===== config.mk =====
export PLATFORM = sky130hd
export DESIGN_NAME = amem_strobe_seq
export DESIGN_NICKNAME = d
export VERILOG_FILES = /design/src/rtl/amem_pkg.sv /design/src/rtl/amem_strobe_win.sv /design/src/rtl/amem_span_calc.sv /design/src/rtl/amem_seq_fsm.sv /design/src/rtl/amem_byte_lane.sv /design/src/rtl/amem_strobe_seq.sv
export SDC_FILE = /design/constraint.sdc
export NUM_CORES = 1
export LEC_CHECK = 0
export BUFFER_PORTS_ARGS = -buffer_cell sky130_fd_sc_hd__buf_2
export CAP_MARGIN = 20
export CORE_ASPECT_RATIO = 0.75
export CORE_MARGIN = 2
export CORE_UTILIZATION = 55
export CTS_CLUSTER_DIAMETER = 200
export DETAILED_ROUTE_END_ITERATION = 8
export PLACE_DENSITY = 0.84
export SYNTH_ARGS = -nofsm -noshare
export SYNTH_HDL_FRONTEND = slang
export SYNTH_SLANG_ARGS = --single-unit

===== constraint.sdc =====
create_clock -name clk -period 9 [get_ports clk]
set_input_delay 0.9 -clock clk [delete_from_list [all_inputs] [get_ports clk]]
set_output_delay 0.9 -clock clk [all_outputs]
set_load 0.005 [all_outputs]

===== src/rtl/amem_pkg.sv =====
// Shared types for the asynchronous memory strobe sequencer.
// Assumes nothing beyond IEEE 1800-2017 packages.
package amem_pkg;

    // Sequencer phases: waiting, strobing, idle gap, completion pulse.
    typedef enum logic [1:0] {
        SEQ_IDLE = 2'd0,
        SEQ_ACC  = 2'd1,
        SEQ_GAP  = 2'd2,
        SEQ_DONE = 2'd3
    } seq_state_t;

    // Index of each strobe in the window array.
    localparam int unsigned STB_CE    = 0;
    localparam int unsigned STB_OE    = 1;
    localparam int unsigned STB_WE    = 2;
    localparam int unsigned STB_COUNT = 3;

endpackage


===== src/rtl/amem_strobe_win.sv =====
// Window decoder for one strobe. It is active while the access clock
// counter lies between the delay and the delay plus the stored width.
// Assumes CNT_W can hold the largest delay plus width without overflow.
module amem_strobe_win #(
    parameter int SETUP_W = 4,
    parameter int PULSE_W = 4,
    parameter int CNT_W   = 5
) (
    input  logic               en,
    input  logic [CNT_W-1:0]   tick,
    input  logic [SETUP_W-1:0] setup,
    input  logic [PULSE_W-1:0] width_m1,
    output logic [CNT_W-1:0]   last_tick,
    output logic               on
);

    // Index of the final active clock of this strobe.
    assign last_tick = CNT_W'(setup) + CNT_W'(width_m1);

    // Active inside [setup, last_tick] while enabled.
    assign on = en && (tick >= CNT_W'(setup)) && (tick <= last_tick);

endmodule


===== src/rtl/amem_span_calc.sv =====
// Computes the index of the last clock of an access. This is the largest
// of the cycle field, the chip-enable end and the end of the strobe used
// in the current direction. Purely combinational.
// Assumes CNT_W >= PULSE_W.
module amem_span_calc #(
    parameter int PULSE_W = 4,
    parameter int CNT_W   = 5
) (
    input  logic [PULSE_W-1:0] cycle_m1,
    input  logic [CNT_W-1:0]   ce_last,
    input  logic [CNT_W-1:0]   oe_last,
    input  logic [CNT_W-1:0]   we_last,
    input  logic               is_read,
    output logic [CNT_W-1:0]   acc_last
);

    logic [CNT_W-1:0] dir_last;

    // Pick the largest end index so the access covers every pulse.
    always_comb begin
        dir_last = is_read ? oe_last : we_last;
        acc_last = CNT_W'(cycle_m1);
        if (ce_last > acc_last)  acc_last = ce_last;
        if (dir_last > acc_last) acc_last = dir_last;
    end

endmodule


===== src/rtl/amem_seq_fsm.sv =====
// Access sequencer. It takes a request when idle, counts access clocks
// up to acc_last, inserts the idle gap, repeats for the second byte on a
// narrow bus, then raises done for one clock.
// Assumes configuration stays stable from the request until done.
module amem_seq_fsm
    import amem_pkg::*;
#(
    parameter int CNT_W  = 5,
    parameter int IDLE_W = 2
) (
    input  logic              clk,
    input  logic              rst_n,
    input  logic              req,
    input  logic              req_write,
    input  logic              wide,
    input  logic [IDLE_W-1:0] idle_len,
    input  logic [CNT_W-1:0]  acc_last,
    output logic              accept,
    output logic              in_acc,
    output logic              is_read,
    output logic              phase,
    output logic [CNT_W-1:0]  tick,
    output logic              done
);

    seq_state_t        state;
    logic [IDLE_W-1:0] gap_cnt;
    logic              more;

    // A second byte access is pending on a narrow bus.
    assign more   = !phase && !wide;
    assign accept = (state == SEQ_IDLE) && req;
    assign in_acc = (state == SEQ_ACC);
    assign done   = (state == SEQ_DONE);

    // State, access clock counter, gap counter and byte phase.
    always_ff @(posedge clk) begin
        if (!rst_n) begin
            state   <= SEQ_IDLE;
            tick    <= '0;
            gap_cnt <= '0;
            phase   <= 1'b0;
            is_read <= 1'b0;
        end else begin
            case (state)
                SEQ_IDLE: begin
                    if (req) begin
                        is_read <= !req_write;
                        tick    <= '0;
                        phase   <= 1'b0;
                        state   <= SEQ_ACC;
                    end
                end
                SEQ_ACC: begin
                    if (tick == acc_last) begin
                        tick <= '0;
                        if (idle_len != '0) begin
                            gap_cnt <= IDLE_W'(1);
                            state   <= SEQ_GAP;
                        end else if (more) begin
                            phase <= 1'b1;
                            state <= SEQ_ACC;
                        end else begin
                            state <= SEQ_DONE;
                        end
                    end else begin
                        tick <= tick + 1'b1;
                    end
                end
                SEQ_GAP: begin
                    if (gap_cnt == idle_len) begin
                        if (more) begin
                            phase <= 1'b1;
                            state <= SEQ_ACC;
                        end else begin
                            state <= SEQ_DONE;
                        end
                    end else begin
                        gap_cnt <= gap_cnt + 1'b1;
                    end
                end
                default: begin
                    state <= SEQ_IDLE;
                end
            endcase
        end
    end

endmodule


===== src/rtl/amem_byte_lane.sv =====
// Address and data path. It latches the host address and write data on
// accept, steps the address for the second byte, selects the byte lane
// for narrow writes and assembles read bytes.
// Assumes DATA_W is even; the narrow bus is DATA_W/2 bits wide.
module amem_byte_lane #(
    parameter int ADDR_W = 16,
    parameter int DATA_W = 16
) (
    input  logic              clk,
    input  logic              rst_n,
    input  logic              accept,
    input  logic [ADDR_W-1:0] host_addr,
    input  logic [DATA_W-1:0] host_wdata,
    input  logic              phase,
    input  logic              wide,
    input  logic              drive,
    input  logic              capture,
    input  logic [DATA_W-1:0] ext_din,
    output logic [ADDR_W-1:0] ext_addr,
    output logic [DATA_W-1:0] ext_dout,
    output logic              ext_dout_en,
    output logic [DATA_W-1:0] rdata
);

    localparam int NARROW_W = DATA_W / 2;

    logic [ADDR_W-1:0] addr_q;
    logic [DATA_W-1:0] wdata_q;

    // Hold the host address and data for the whole host access.
    always_ff @(posedge clk) begin
        if (!rst_n) begin
            addr_q  <= '0;
            wdata_q <= '0;
        end else if (accept) begin
            addr_q  <= host_addr;
            wdata_q <= host_wdata;
        end
    end

    assign ext_addr    = addr_q + ADDR_W'(phase);
    assign ext_dout_en = drive;

    // Put the byte for the current phase on the low lane of a narrow bus.
    always_comb begin
        if (wide) begin
            ext_dout = wdata_q;
        end else begin
            ext_dout = '0;
            ext_dout[NARROW_W-1:0] = phase ? wdata_q[DATA_W-1:NARROW_W]
                                           : wdata_q[NARROW_W-1:0];
        end
    end

    // Capture read data into the full word or into one byte.
    always_ff @(posedge clk) begin
        if (!rst_n) begin
            rdata <= '0;
        end else if (capture) begin
            if (wide)
                rdata <= ext_din;
            else if (phase)
                rdata[DATA_W-1:NARROW_W] <= ext_din[NARROW_W-1:0];
            else
                rdata[NARROW_W-1:0] <= ext_din[NARROW_W-1:0];
        end
    end

endmodule


===== src/rtl/amem_strobe_seq.sv =====
// Top of the asynchronous memory strobe sequencer. It decodes the three
// strobes from one access clock counter and applies the chip-enable
// polarity. It assumes the cfg_* inputs come from a register bank and
// stay unchanged from a request until its done pulse.
module amem_strobe_seq
    import amem_pkg::*;
#(
    parameter int ADDR_W  = 16,
    parameter int DATA_W  = 16,
    parameter int SETUP_W = 4,
    parameter int PULSE_W = 4,
    parameter int IDLE_W  = 2
) (
    input  logic               clk,
    input  logic               rst_n,
    input  logic               req,
    input  logic               req_write,
    input  logic [ADDR_W-1:0]  req_addr,
    input  logic [DATA_W-1:0]  req_wdata,
    input  logic               cfg_bus_wide,
    input  logic               cfg_ce_high,
    input  logic [SETUP_W-1:0] cfg_ce_setup,
    input  logic [SETUP_W-1:0] cfg_oe_setup,
    input  logic [SETUP_W-1:0] cfg_we_setup,
    input  logic [PULSE_W-1:0] cfg_ce_width_m1,
    input  logic [PULSE_W-1:0] cfg_oe_width_m1,
    input  logic [PULSE_W-1:0] cfg_we_width_m1,
    input  logic [PULSE_W-1:0] cfg_cycle_m1,
    input  logic [IDLE_W-1:0]  cfg_idle_len,
    output logic               mem_ce,
    output logic               mem_oe_n,
    output logic               mem_we_n,
    output logic [ADDR_W-1:0]  mem_addr,
    output logic [DATA_W-1:0]  mem_dq_out,
    output logic               mem_dq_oe,
    input  logic [DATA_W-1:0]  mem_dq_in,
    output logic [DATA_W-1:0]  rd_data,
    output logic               done
);

    localparam int CNT_W = ((SETUP_W > PULSE_W) ? SETUP_W : PULSE_W) + 1;

    logic                 accept, in_acc, is_read, phase, capture;
    logic [CNT_W-1:0]     tick, acc_last;
    logic [SETUP_W-1:0]   win_setup [STB_COUNT];
    logic [PULSE_W-1:0]   win_width [STB_COUNT];
    logic [CNT_W-1:0]     win_last  [STB_COUNT];
    logic [STB_COUNT-1:0] win_en, win_on;

    // Per-strobe configuration and direction gating.
    assign win_setup[STB_CE] = cfg_ce_setup;
    assign win_setup[STB_OE] = cfg_oe_setup;
    assign win_setup[STB_WE] = cfg_we_setup;
    assign win_width[STB_CE] = cfg_ce_width_m1;
    assign win_width[STB_OE] = cfg_oe_width_m1;
    assign win_width[STB_WE] = cfg_we_width_m1;
    assign win_en[STB_CE]    = in_acc;
    assign win_en[STB_OE]    = in_acc && is_read;
    assign win_en[STB_WE]    = in_acc && !is_read;

    // One window decoder per strobe.
    for (genvar g = 0; g < STB_COUNT; g++) begin : g_win
        amem_strobe_win #(
            .SETUP_W (SETUP_W),
            .PULSE_W (PULSE_W),
            .CNT_W   (CNT_W)
        ) u_win (
            .en        (win_en[g]),
            .tick      (tick),
            .setup     (win_setup[g]),
            .width_m1  (win_width[g]),
            .last_tick (win_last[g]),
            .on        (win_on[g])
        );
    end

    amem_span_calc #(
        .PULSE_W (PULSE_W),
        .CNT_W   (CNT_W)
    ) u_span (
        .cycle_m1 (cfg_cycle_m1),
        .ce_last  (win_last[STB_CE]),
        .oe_last  (win_last[STB_OE]),
        .we_last  (win_last[STB_WE]),
        .is_read  (is_read),
        .acc_last (acc_last)
    );

    amem_seq_fsm #(
        .CNT_W  (CNT_W),
        .IDLE_W (IDLE_W)
    ) u_fsm (
        .clk       (clk),
        .rst_n     (rst_n),
        .req       (req),
        .req_write (req_write),
        .wide      (cfg_bus_wide),
        .idle_len  (cfg_idle_len),
        .acc_last  (acc_last),
        .accept    (accept),
        .in_acc    (in_acc),
        .is_read   (is_read),
        .phase     (phase),
        .tick      (tick),
        .done      (done)
    );

    // Sample read data on the final output-enable clock.
    assign capture = win_on[STB_OE] && (tick == win_last[STB_OE]);

    amem_byte_lane #(
        .ADDR_W (ADDR_W),
        .DATA_W (DATA_W)
    ) u_lane (
        .clk         (clk),
        .rst_n       (rst_n),
        .accept      (accept),
        .host_addr   (req_addr),
        .host_wdata  (req_wdata),
        .phase       (phase),
        .wide        (cfg_bus_wide),
        .drive       (in_acc && !is_read),
        .capture     (capture),
        .ext_din     (mem_dq_in),
        .ext_addr    (mem_addr),
        .ext_dout    (mem_dq_out),
        .ext_dout_en (mem_dq_oe),
        .rdata       (rd_data)
    );

    // Pin levels: chip-enable follows the programmed polarity.
    assign mem_ce   = cfg_ce_high ? win_on[STB_CE] : !win_on[STB_CE];
    assign mem_oe_n = !win_on[STB_OE];
    assign mem_we_n = !win_on[STB_WE];

endmodule


==> results of run 1 <==
==> path summary, 6_finish.rpt <==
kind	cells after the start	from	slack [ps]	endpoint
max	20	cfg_ce_setup[1]	3700	u_fsm.phase$_SDFFE_PN0P_
min	2	u_lane.wdata_q[6]$_SDFFE_PN0P_	460	u_lane.wdata_q[6]$_SDFFE_PN0P_
min reg2reg	2	u_lane.wdata_q[6]$_SDFFE_PN0P_	460	u_lane.wdata_q[6]$_SDFFE_PN0P_
max reg2reg	13	u_fsm.is_read$_SDFFE_PN0P_	5260	u_fsm.phase$_SDFFE_PN0P_
==> worst reg2reg max path: stages (launching register included) <==
cell,delay [ps]
dfxtp_1,630
nand2b_1,180
a21oi_1,50
nor4_2,430
ha_1,360
a21oi_2,180
a21boi_2,110
o31a_1,340
o31ai_1,290
xnor2_1,170
o211ai_2,130
or2_1,330
o32a_1,190
o221a_1,230
==> cell usage after synthesis, types with 9 or more instances <==
cell	count	area share, %
a211oi_1	10	1.7
a21o_1	10	1.7
a21oi_1	57	6.4
and2_1	11	1.5
clkbuf_1	13	1.1
dfxtp_1	59	26
ha_1	55	15
inv_1	27	2.3
mux2i_1	23	5.1
nand2_1	94	7.9
nand3_1	16	1.8
nor2_1	33	2.8
nor2b_1	9	1.3
xnor2_1	17	3.3
==> cell families after synthesis <==
family                   count (synthesis)  synth area share (%)
AO/OA/AOI/OAI                          120                  18.5
XOR/XNOR                                26                  5.24
adder cells (fa/ha/maj)                 58                  16.7
buffers and inverters                   48                  4.32
flip-flops                              59                  26.3
multiplexers                            32                  7.64
AND/OR/NAND/NOR                        197                  21.3
==> stage by stage <==
step	std cells	util, %	cell area (um^2)	worst slack (ps)	power (W)
floorplan	540	-	4490	3930	0.000656
global placement	762	65.9	5220	3660	0.000755
detailed placement	762	65.9	5220	3420	0.000777
CTS	778	68.5	5420	3770	0.00103
global route	778	68.5	5420	3480	0.00109
finish	778	68.5	5420	3700	0.00103
==> layer usage <==
layer / vias to the layer above / routed length [um] / global-route usage, %
met5: - / 0 / 0
met4: 0 / 153 / 7.05
met3: 19 / 650 / 4.40
met2: 120 / 5510 / 42.5
met1: 2037 / 5380 / 33.6
li1: 2156 / - / -
==> registers in the layout, indices dropped and copies added (netlist names) <==
register        cells
u_fsm.gap_cnt       2
u_fsm.is_read       1
u_fsm.phase         1
u_fsm.state         2
u_fsm.tick          5
u_lane.addr_q      16
u_lane.rdata       16
u_lane.wdata_q     16
==> placed cells by master (no fill, tap or decap), types with 3 or more instances in the layout <==
cell      instances
buf_2           136
nand2_1          94
dfxtp_1          59
a21oi_1          57
ha_1             55
nor2_1           33
inv_1            27
mux2i_1          23
xnor2_1          17
nand3_1          16
and2_1           11
clkbuf_8         11
a21o_1           10
a211oi_1         10
nor2b_1           9
xor2_1            8
mux2_2            8
nand2b_1          8
o21ai_0           8
nand4_1           4
and4_1            3
a21oi_2           3
o22ai_1           3
o311ai_0          3
or3_1             3
a31o_2            3
fa_1              3
==> power groups by stage <==
stage	logic, W	clock network [W]	registers [W]
5_1_grt	0.000495	0.000262	0.000335
2_1_floorplan	0.000334	0	0.000322
6_report	0.000451	0.000248	0.000329
4_1_cts	0.000447	0.000251	0.000329
3_5_place_dp	0.000443	0	0.000335
3_3_place_gp	0.000424	0	0.000331
==> area by class of cell <==
class	instances	share of cell area [%]
multi-input cells	433	57.4
flip-flops and latches	59	21.8
repair buffers	137	12.7
clock buffers	12	2.86
well taps	105	2.42
inverters	28	1.94
clock inverters	4	0.900
==> flow_summary.yaml, run 1 <==
status:
  status: "completed"
global_route:
  antenna_found_initial: 0
  grt_max_degree: 54
  grt_pass1_vias: 3872
  grt_overflow: 0
  grt_pass1_wl_um: 17800
  track_usage_pct: 25.2
final_layout:
  n_antenna_cell: 0
  syn2layout_area_growth_pct: 20.8
  register_area_um2: 1180
  drive_gt1_share_pct: 27.6
  nFillCells: 638
  fin_nets: 810
  multiInputGateArea_um2: 3110
die:
  io_pins: 137
  rows: 28
  core-area_um2: 7920
  die_w_um: 108
  initial_core_util_pct: 56.7
  die_height_um: 82.2
  die_area_um2: 8900
yosys:
  synth-seq-cells: 59
  ys_seq_area_share_pct: 26.3
  mappedNetlistNets: 682
  ys_async_sr_fraction_pct: 0
  synth_cell_types: 69
  synthCells: 540
  syn_area_um2: 4490
  avgSynthCellArea_um2: 8.31
  yosys_warnings: 0
  synth_edf_count: 0
  synthFlopType: "dfxtp_1"
sta:
  fin_tns_setup_ps: 0
  holdWs_ps: 459
  tightestPinTransition_ps: 1070
  rsz0062_at_grt: "no"
  fin_skew_ps: 9.66
  fmax_ghz: 0.189
  final_hold_viol_count: 0
  period_needed_ps: 5300
  post-route-period-util_pct: 58.9
  slew_violations: 0
  setup_viol: 0
  relSlewSlack_pct: 28.4
power_and_ir_drop:
  internal-power_w: 0.000633
  sw_frac_of_total_pct: 38.4
  p_switching_w: 0.000394
  power_frac_seq_pct: 32.0
  power_density_nw_per_um2: 190
  ir_worst_vdd_v: 0.000140
  combPwrFrac_pct: 43.8
  p_clk_share_pct: 24.1
  p_leak_nw: 2.64
clock_tree:
  cts_buffers: 9
  cts_setup_buffers: 0
  cts_tree: "built"
  post_cts_resized: 0
  hold_buffers: 0
  h-tree-depth: 3
  cts.sinks: 59
  clockBufferDepth: 2
  cts-root-buf: "clkbuf_8"
  clk_latency_ps: 340
  clk_pin_slew_worst_paths_ps: 70
flow_run:
  cap_violations: 0
drt:
  drc_errors: 0
  drt-total-wl_um: 11700
  drtPass1Iterations: 5
  ant_nets: 0
  vias: 4332
  wl_per_cell_um: 15.0
  via_per_inst: 5.57
  dr.first_iter.drc_count: 282
critical_path:
  cp-start-kind: "input port"
  cp.arrival_ps: 5520
  cp_max_fo: 6
  crit_type: "in2reg"
  path_cells: "buf_2 -> ha_1 -> a21o_1 -> a21oi_1 -> xnor2_1 -> ha_1 -> nand4_1 -> a221oi_4 -> a21oi_1 -> or2_2 -> ha_1 -> nand4_1 -> nor2_1 -> o31a_1 -> mux2i_1 -> xor2_2 -> nand4bb_4 -> or2_1 -> o32a_1 -> o221a_1"
  cp_data_required_time_ps: 9220
  critical_path_buf_inv_count: 1
  endpoint_kind: "flop"
  cpPeakStageDelay_ps: 350
  crit_path_frequent_cell: "ha_1"
  path_delay_family: "compound AO/OA/AOI/OAI gates"
  crit_slowest_cell: "ha_1"
placed_design:
  portBuffers: 136
  place_hpwl_um: 8960
  gp_congestion: 0.856
hold_path:
  hp-class: "reg2reg"
(Power assumes the default switching activity.)
==> run 2, diff against run 1 <==
Settings changed: ABC_AREA set to 1, CORE_UTILIZATION 55 to 52, PLACE_DENSITY 0.84 to 0.8.
Clock period 9 ns to 5.05 ns, I/O delays scaled along.
==> run 2 against run 1 <==
Register-to-register slack lost 3100 ps. First-iteration DRC count shrank 9.6%. Cell count grew 12%. Clock power grew 130%. Largest cell class unchanged. Largest power group unchanged.
==> flow_summary.yaml, run 2 <==
die:
  die_height_um: 83.6
  die_area_um2: 9210
  io_pins: 137
  initial_core_util_pct: 52.7
  core-area_um2: 8350
  die_w_um: 110
  rows: 29
critical_path:
  endpoint_kind: "flop"
  cp-start-kind: "input port"
  cp_max_fo: 12
  crit_type: "in2reg"
  cp_data_required_time_ps: 5240
  cp.arrival_ps: 4300
  rr_worst_depth: 19
  rrSetupSlack_ps: 2150
  r2r_start: "u_fsm.is_read$_SDFFE_PN0P_"
  r2r_end: "u_fsm.gap_cnt[1]$_SDFFE_PN0P_"
yosys:
  avgSynthCellArea_um2: 7.01
  synth-seq-cells: 59
  synth_edf_count: 0
  ys_top_cells_by_area: "dfxtp_1, ha_1, nand2_1"
  yosysTopAreaCellShare_pct: 26.9
  ys_seq_area_share_pct: 26.9
  syn_area_um2: 4400
  synthCells: 627
  yosysMostFrequentCell: "nand2_1"
  synth_cell_types: 43
  synthFlopType: "dfxtp_1"
  ys_async_sr_fraction_pct: 0
  mappedNetlistNets: 769
  yosys.area.top_type: "dfxtp_1"
  ys_top_cells_by_count: "nand2_1, inv_1, nor2_1, dfxtp_1, nand3_1"
  yosys_warnings: 0
clock_tree:
  clk_pin_slew_worst_paths_ps: 50
  hold_buffers: 0
  cts.sinks: 59
  cts_setup_buffers: 0
  post_cts_resized: 0
  clockBufferDepth: 2
  h-tree-depth: 3
  cts_tree: "built"
  clk_latency_ps: 320
  cts-root-buf: "clkbuf_16"
  cts_buffers: 9
sta:
  setup_viol: 0
  relSlewSlack_pct: 48.2
  slew_violations: 0
  fmax_ghz: 0.243
  period_needed_ps: 4110
  fin_skew_ps: 6.61
  tightestPinTransition_ps: 772
  fin_tns_setup_ps: 0
  post-route-period-util_pct: 81.3
  rsz0062_at_grt: "no"
  final_hold_viol_count: 0
hold_path:
  whs_endpoint: "u_fsm.is_read$_SDFFE_PN0P_"
  hp-class: "in2reg"
  min_from: "req_write"
  hold_depth: 2
final_layout:
  fin_nets: 899
  n_antenna_cell: 0
  top_regs: "u_lane.addr_q: 16 flops, u_lane.rdata: 16 flops, u_lane.wdata_q: 16 flops"
  nFillCells: 766
  syn2layout_area_growth_pct: 23.8
  final_common_cell: "buf_2"
  layout.cells.non_filler: 869
  layout_common_cells: "buf_2, nand2_1, inv_1"
  drive_gt1_share_pct: 23.0
power_and_ir_drop:
  sw_frac_of_total_pct: 38.9
  p_switching_w: 0.000811
  combPwrFrac_pct: 42.1
  internal-power_w: 0.00127
  ir_worst_vdd_v: 0.000297
  power_density_nw_per_um2: 383
  p_clk_share_pct: 27.3
  power_frac_seq_pct: 30.6
  p_leak_nw: 2.87
global_route:
  grt_overflow: 0
  grt_pass1_wl_um: 19300
  grt_max_degree: 50
  track_usage_pct: 26.1
  antenna_found_initial: 0
  grt_pass1_vias: 4323
flow_run:
  cap_violations: 0
drt:
  vias: 4653
  via_per_inst: 5.35
  drc_errors: 0
  dr.first_iter.drc_count: 255
  wl_per_cell_um: 13.7
  drt-total-wl_um: 11900
  drtPass1Iterations: 4
  ant_nets: 0
placed_design:
  portBuffers: 136
  gp_congestion: 0.903
  place_hpwl_um: 9080
  place_inst: 853
status:
  status: "completed"
-- run 2: cell count changes after synthesis, moves of 19 or more --
cell / delta
o21ai_0: +45
mux2i_1: -22
inv_1: +48
a21oi_1: -19
nor2_1: +40
nand3_1: +41
-- run 2: cells by family after synthesis --
| family | Yosys count | share of synthesized area, % |
|---|---|---|
| simple gates | 272 | 27.4 |
| compound gates | 112 | 13.8 |
| buf+inv | 97 | 8.62 |
| flops | 59 | 26.9 |
| fa+ha+maj | 58 | 17.0 |
| xor+xnor | 20 | 3.98 |
| mux | 9 | 2.28 |
-- run 2: through the flow --
stage	cell area, um^2	util [%]	hold WS, ps	setup WS (ps)	total power, W
floorplan	4400	-	449	1160	0.00124
global placement	5130	61.5	446	811	0.00145
detailed placement	5130	61.5	450	672	0.00149
CTS	5410	64.9	348	993	0.00207
global route	5440	65.2	360	604	0.00225
finish	5440	65.2	358	942	0.00208
-- run 2: worst max-delay path by stage --
stage,start,to,slack [ps],depth (start not counted)
final,cfg_ce_setup[0],u_fsm.gap_cnt[1]$_SDFFE_PN0P_,940,27
after global routing,cfg_ce_setup[0],u_fsm.gap_cnt[1]$_SDFFE_PN0P_,600,28
after CTS,cfg_ce_setup[0],u_fsm.gap_cnt[1]$_SDFFE_PN0P_,990,27
after detailed placement,cfg_ce_setup[0],u_fsm.gap_cnt[1]$_SDFFE_PN0P_,670,27
after global placement,cfg_ce_setup[0],u_fsm.gap_cnt[1]$_SDFFE_PN0P_,810,27
after floorplan,cfg_ce_setup[0],u_fsm.state[1]$_SDFFE_PN0P_,1160,27
-- run 2: power groups by stage --
| stage | Sequential [W] | Clock (W) | Combinational (W) |
|---|---|---|---|
| 2_1_floorplan | 0.000617 | 0 | 0.000623 |
| 3_3_place_gp | 0.000636 | 0 | 0.000815 |
| 3_5_place_dp | 0.000643 | 0 | 0.000846 |
| 4_1_cts | 0.000636 | 0.000576 | 0.000857 |
| 5_1_grt | 0.000650 | 0.000596 | 0.00100 |
| 6_report | 0.000639 | 0.000569 | 0.000877 |
-- run 2: final cells by class --
cell class	count	area (um^2)	share of cell area, %
flip-flops and latches	59	1180	21.7
clock inverters	2	10.0	0.184
repair buffers	138	716	13.2
multi-input cells	471	2840	52.1
clock buffers	13	270	4.97
inverters	78	293	5.38
well taps	108	135	2.48
-- run 2: layer usage --
layer | vias up | global-route usage [%] | part of all wire [%] | wire, um
met5 | - | 0 | 0 | 0
met4 | 0 | 6.93 | 1.5 | 182
met3 | 21 | 7.03 | 7.7 | 919
met2 | 164 | 41.2 | 46 | 5470
met1 | 2126 | 35.2 | 45 | 5370
li1 | 2342 | - | - | -
-- run 2: worst max-delay path, cell delays in order --
cell	delay, ps
buf_2	110
ha_1	220
fa_1	430
xor2_1	310
ha_1	300
nand2_1	60
inv_1	50
nand2_1	60
nand2_1	50
nand2_1	160
nand3_1	130
and2_1	180
ha_1	270
nand2_1	70
nor2_2	120
nand2_1	70
nand3_2	90
nand2_4	90
or2_1	220
nand3_1	80
nand2_1	50
nor2_1	110
nand3_2	120
nand2_2	200
nand2_1	110
nand2_1	80
a21oi_1	60
==> run 3, diff against run 2 <==
Clock period 5.05 ns to 4.1 ns, I/O delays scaled along.
==> run 3 against run 2 <==
Register-to-register slack got worse by 1000 ps. Clock power rose by 11%. Critical path depth up 3. Sequential cell count unchanged. Non-clock buffer count increased by 7. Hold slack worse by 89 ps. Core utilization grew 0.18 points. Sequential share of layout area fell by 0.060 points. Critical endpoint unchanged. Largest power group unchanged.
==> flow_summary.yaml, run 3 (synthesis gave the netlist of run 2 again) <==
power_and_ir_drop:
  power_frac_seq_pct: 31.2
  p_leak_nw: 2.87
  power_density_nw_per_um2: 460
  total_power_w: 0.00251
  sw_frac_of_total_pct: 39.1
  combPwrFrac_pct: 43.7
  p_clk_share_pct: 25.1
  internal-power_w: 0.00153
  ir_worst_vdd_v: 0.000417
  p_switching_w: 0.000982
global_route:
  grt_max_degree: 50
  grt_pass1_vias: 4328
  antenna_found_initial: 0
  track_usage_pct: 26.1
  grt_overflow: 0
  grt_pass1_wl_um: 19200
die:
  io_pins: 137
  die_height_um: 83.6
  rows: 29
  initial_core_util_pct: 52.7
  die_area_um2: 9210
  die_w_um: 110
  core-area_um2: 8350
sta:
  relSlewSlack_pct: 50.2
  setup_viol: 0
  tightestPinTransition_ps: 742
  final_hold_viol_count: 0
  slew_violations: 0
  holdWs_ps: 268
  period_needed_ps: 3840
  fin_tns_setup_ps: 0
  fin_skew_ps: 6.92
  post-route-period-util_pct: 93.7
  fmax_ghz: 0.260
clock_tree:
  h-tree-depth: 3
  clk_pin_slew_worst_paths_ps: 40
  cts-root-buf: "clkbuf_16"
  cts.sinks: 59
  clockBufferDepth: 2
  cts_setup_buffers: 0
  cts_tree: "built"
  clk_latency_ps: 320
  cts_buffers: 9
final_layout:
  drive_gt1_share_pct: 23.5
  layout_common_cells: "buf_2, nand2_1, inv_1"
  n_antenna_cell: 0
  fin_util_pct: 65.4
  register_area_um2: 1180
  top_regs: "u_lane.addr_q: 16 flops, u_lane.rdata: 16 flops, u_lane.wdata_q: 16 flops"
  fin_nets: 906
  multiInputGateArea_um2: 2860
  nFillCells: 768
  syn2layout_area_growth_pct: 24.1
  final_common_cell: "buf_2"
critical_path:
  crit_path_frequent_cell: "nand2_1"
  cp-start-kind: "input port"
  r2r_start: "u_fsm.is_read$_SDFFE_PN0P_"
  cp.arrival_ps: 4020
  cp_max_fo: 12
  crit_type: "in2reg"
  cp_data_required_time_ps: 4280
  cpPeakStageDelay_ps: 380
  rrSetupSlack_ps: 1140
  crit_slowest_cell: "ha_1"
  r2r_end: "u_fsm.gap_cnt[1]$_SDFFE_PN0P_"
  cp-startpoint: "cfg_ce_setup[2]"
  rr_worst_depth: 18
  endpoint_kind: "flop"
drt:
  via_per_inst: 5.36
  dr.first_iter.drc_count: 322
  drt-total-wl_um: 11900
  wl_per_cell_um: 13.6
  ant_nets: 0
  drtPass1Iterations: 5
  vias: 4692
  drc_errors: 0
hold_path:
  whs_endpoint: "u_fsm.is_read$_SDFFE_PN0P_"
  hold_depth: 2
  min_from: "req_write"
  hp-class: "in2reg"
placed_design:
  gp_congestion: 0.874
  place_hpwl_um: 9180
  portBuffers: 136
flow_run:
  cap_violations: 0
status:
  status: "completed"
run 3: metrics by stage:
step / worst slack [ps] / cell area [um^2] / instances
2_1_floorplan: 306 / 4400 / 627
3_3_place_gp: 161 / 5190 / 861
3_5_place_dp: -18.2 / 5190 / 861
4_1_cts: 297 / 5440 / 875
5_1_grt: -32.8 / 5460 / 875
6_report: 259 / 5460 / 875
run 3: repair_timing:
| action | in CTS | in global routing |
|---|---|---|
| setup endpoints to repair | 0 | 5 |
| gates resized for setup | 0 | 4 |
| hold buffers | 0 | 0 |
run 3: critical path, delay by kind of cell:
kind | cells | cell delay, ps
AOI/OAI and AO/OA | 2 | 260
buffers and inverters | 2 | 170
and+or+nand+nor | 23 | 2200
adders and majority gates | 3 | 960
run 3: worst max path at each step:
stage	slack, ps	cells past startpoint	end
after global placement	160	28	u_fsm.gap_cnt[1]$_SDFFE_PN0P_
after detailed placement	-20	29	u_fsm.gap_cnt[1]$_SDFFE_PN0P_
final	260	30	u_fsm.gap_cnt[1]$_SDFFE_PN0P_
after global routing	-30	31	u_fsm.gap_cnt[1]$_SDFFE_PN0P_
after CTS	300	29	u_fsm.gap_cnt[1]$_SDFFE_PN0P_
after floorplan	310	27	u_fsm.state[1]$_SDFFE_PN0P_
run 3: routing by layer:
layer  vias to the layer above  global-route usage [%]  wire (um)
met3                        21                    6.48        821
met1                      2145                    35.0       5390
met5                         -                       0          0
met2                       173                    41.2       5490
met4                         0                    8.07        206
li1                       2353                       -          -
run 3: power groups by stage:
stage | sequential (W) | combinational, W | clock [W]
final | 0.000784 | 0.00110 | 0.000630
after global routing | 0.000796 | 0.00124 | 0.000668
after CTS | 0.000782 | 0.00108 | 0.000638
after detailed placement | 0.000791 | 0.00107 | 0
after global placement | 0.000784 | 0.00103 | 0
after floorplan | 0.000760 | 0.000768 | 0
run 3: layout make-up:
class	count	area share [%]
inverters	78	5.37
clock buffers	14	4.47
well taps	108	2.48
repair buffers	145	13.7
flip-flops and latches	59	21.6
multi-input cells	471	52.3
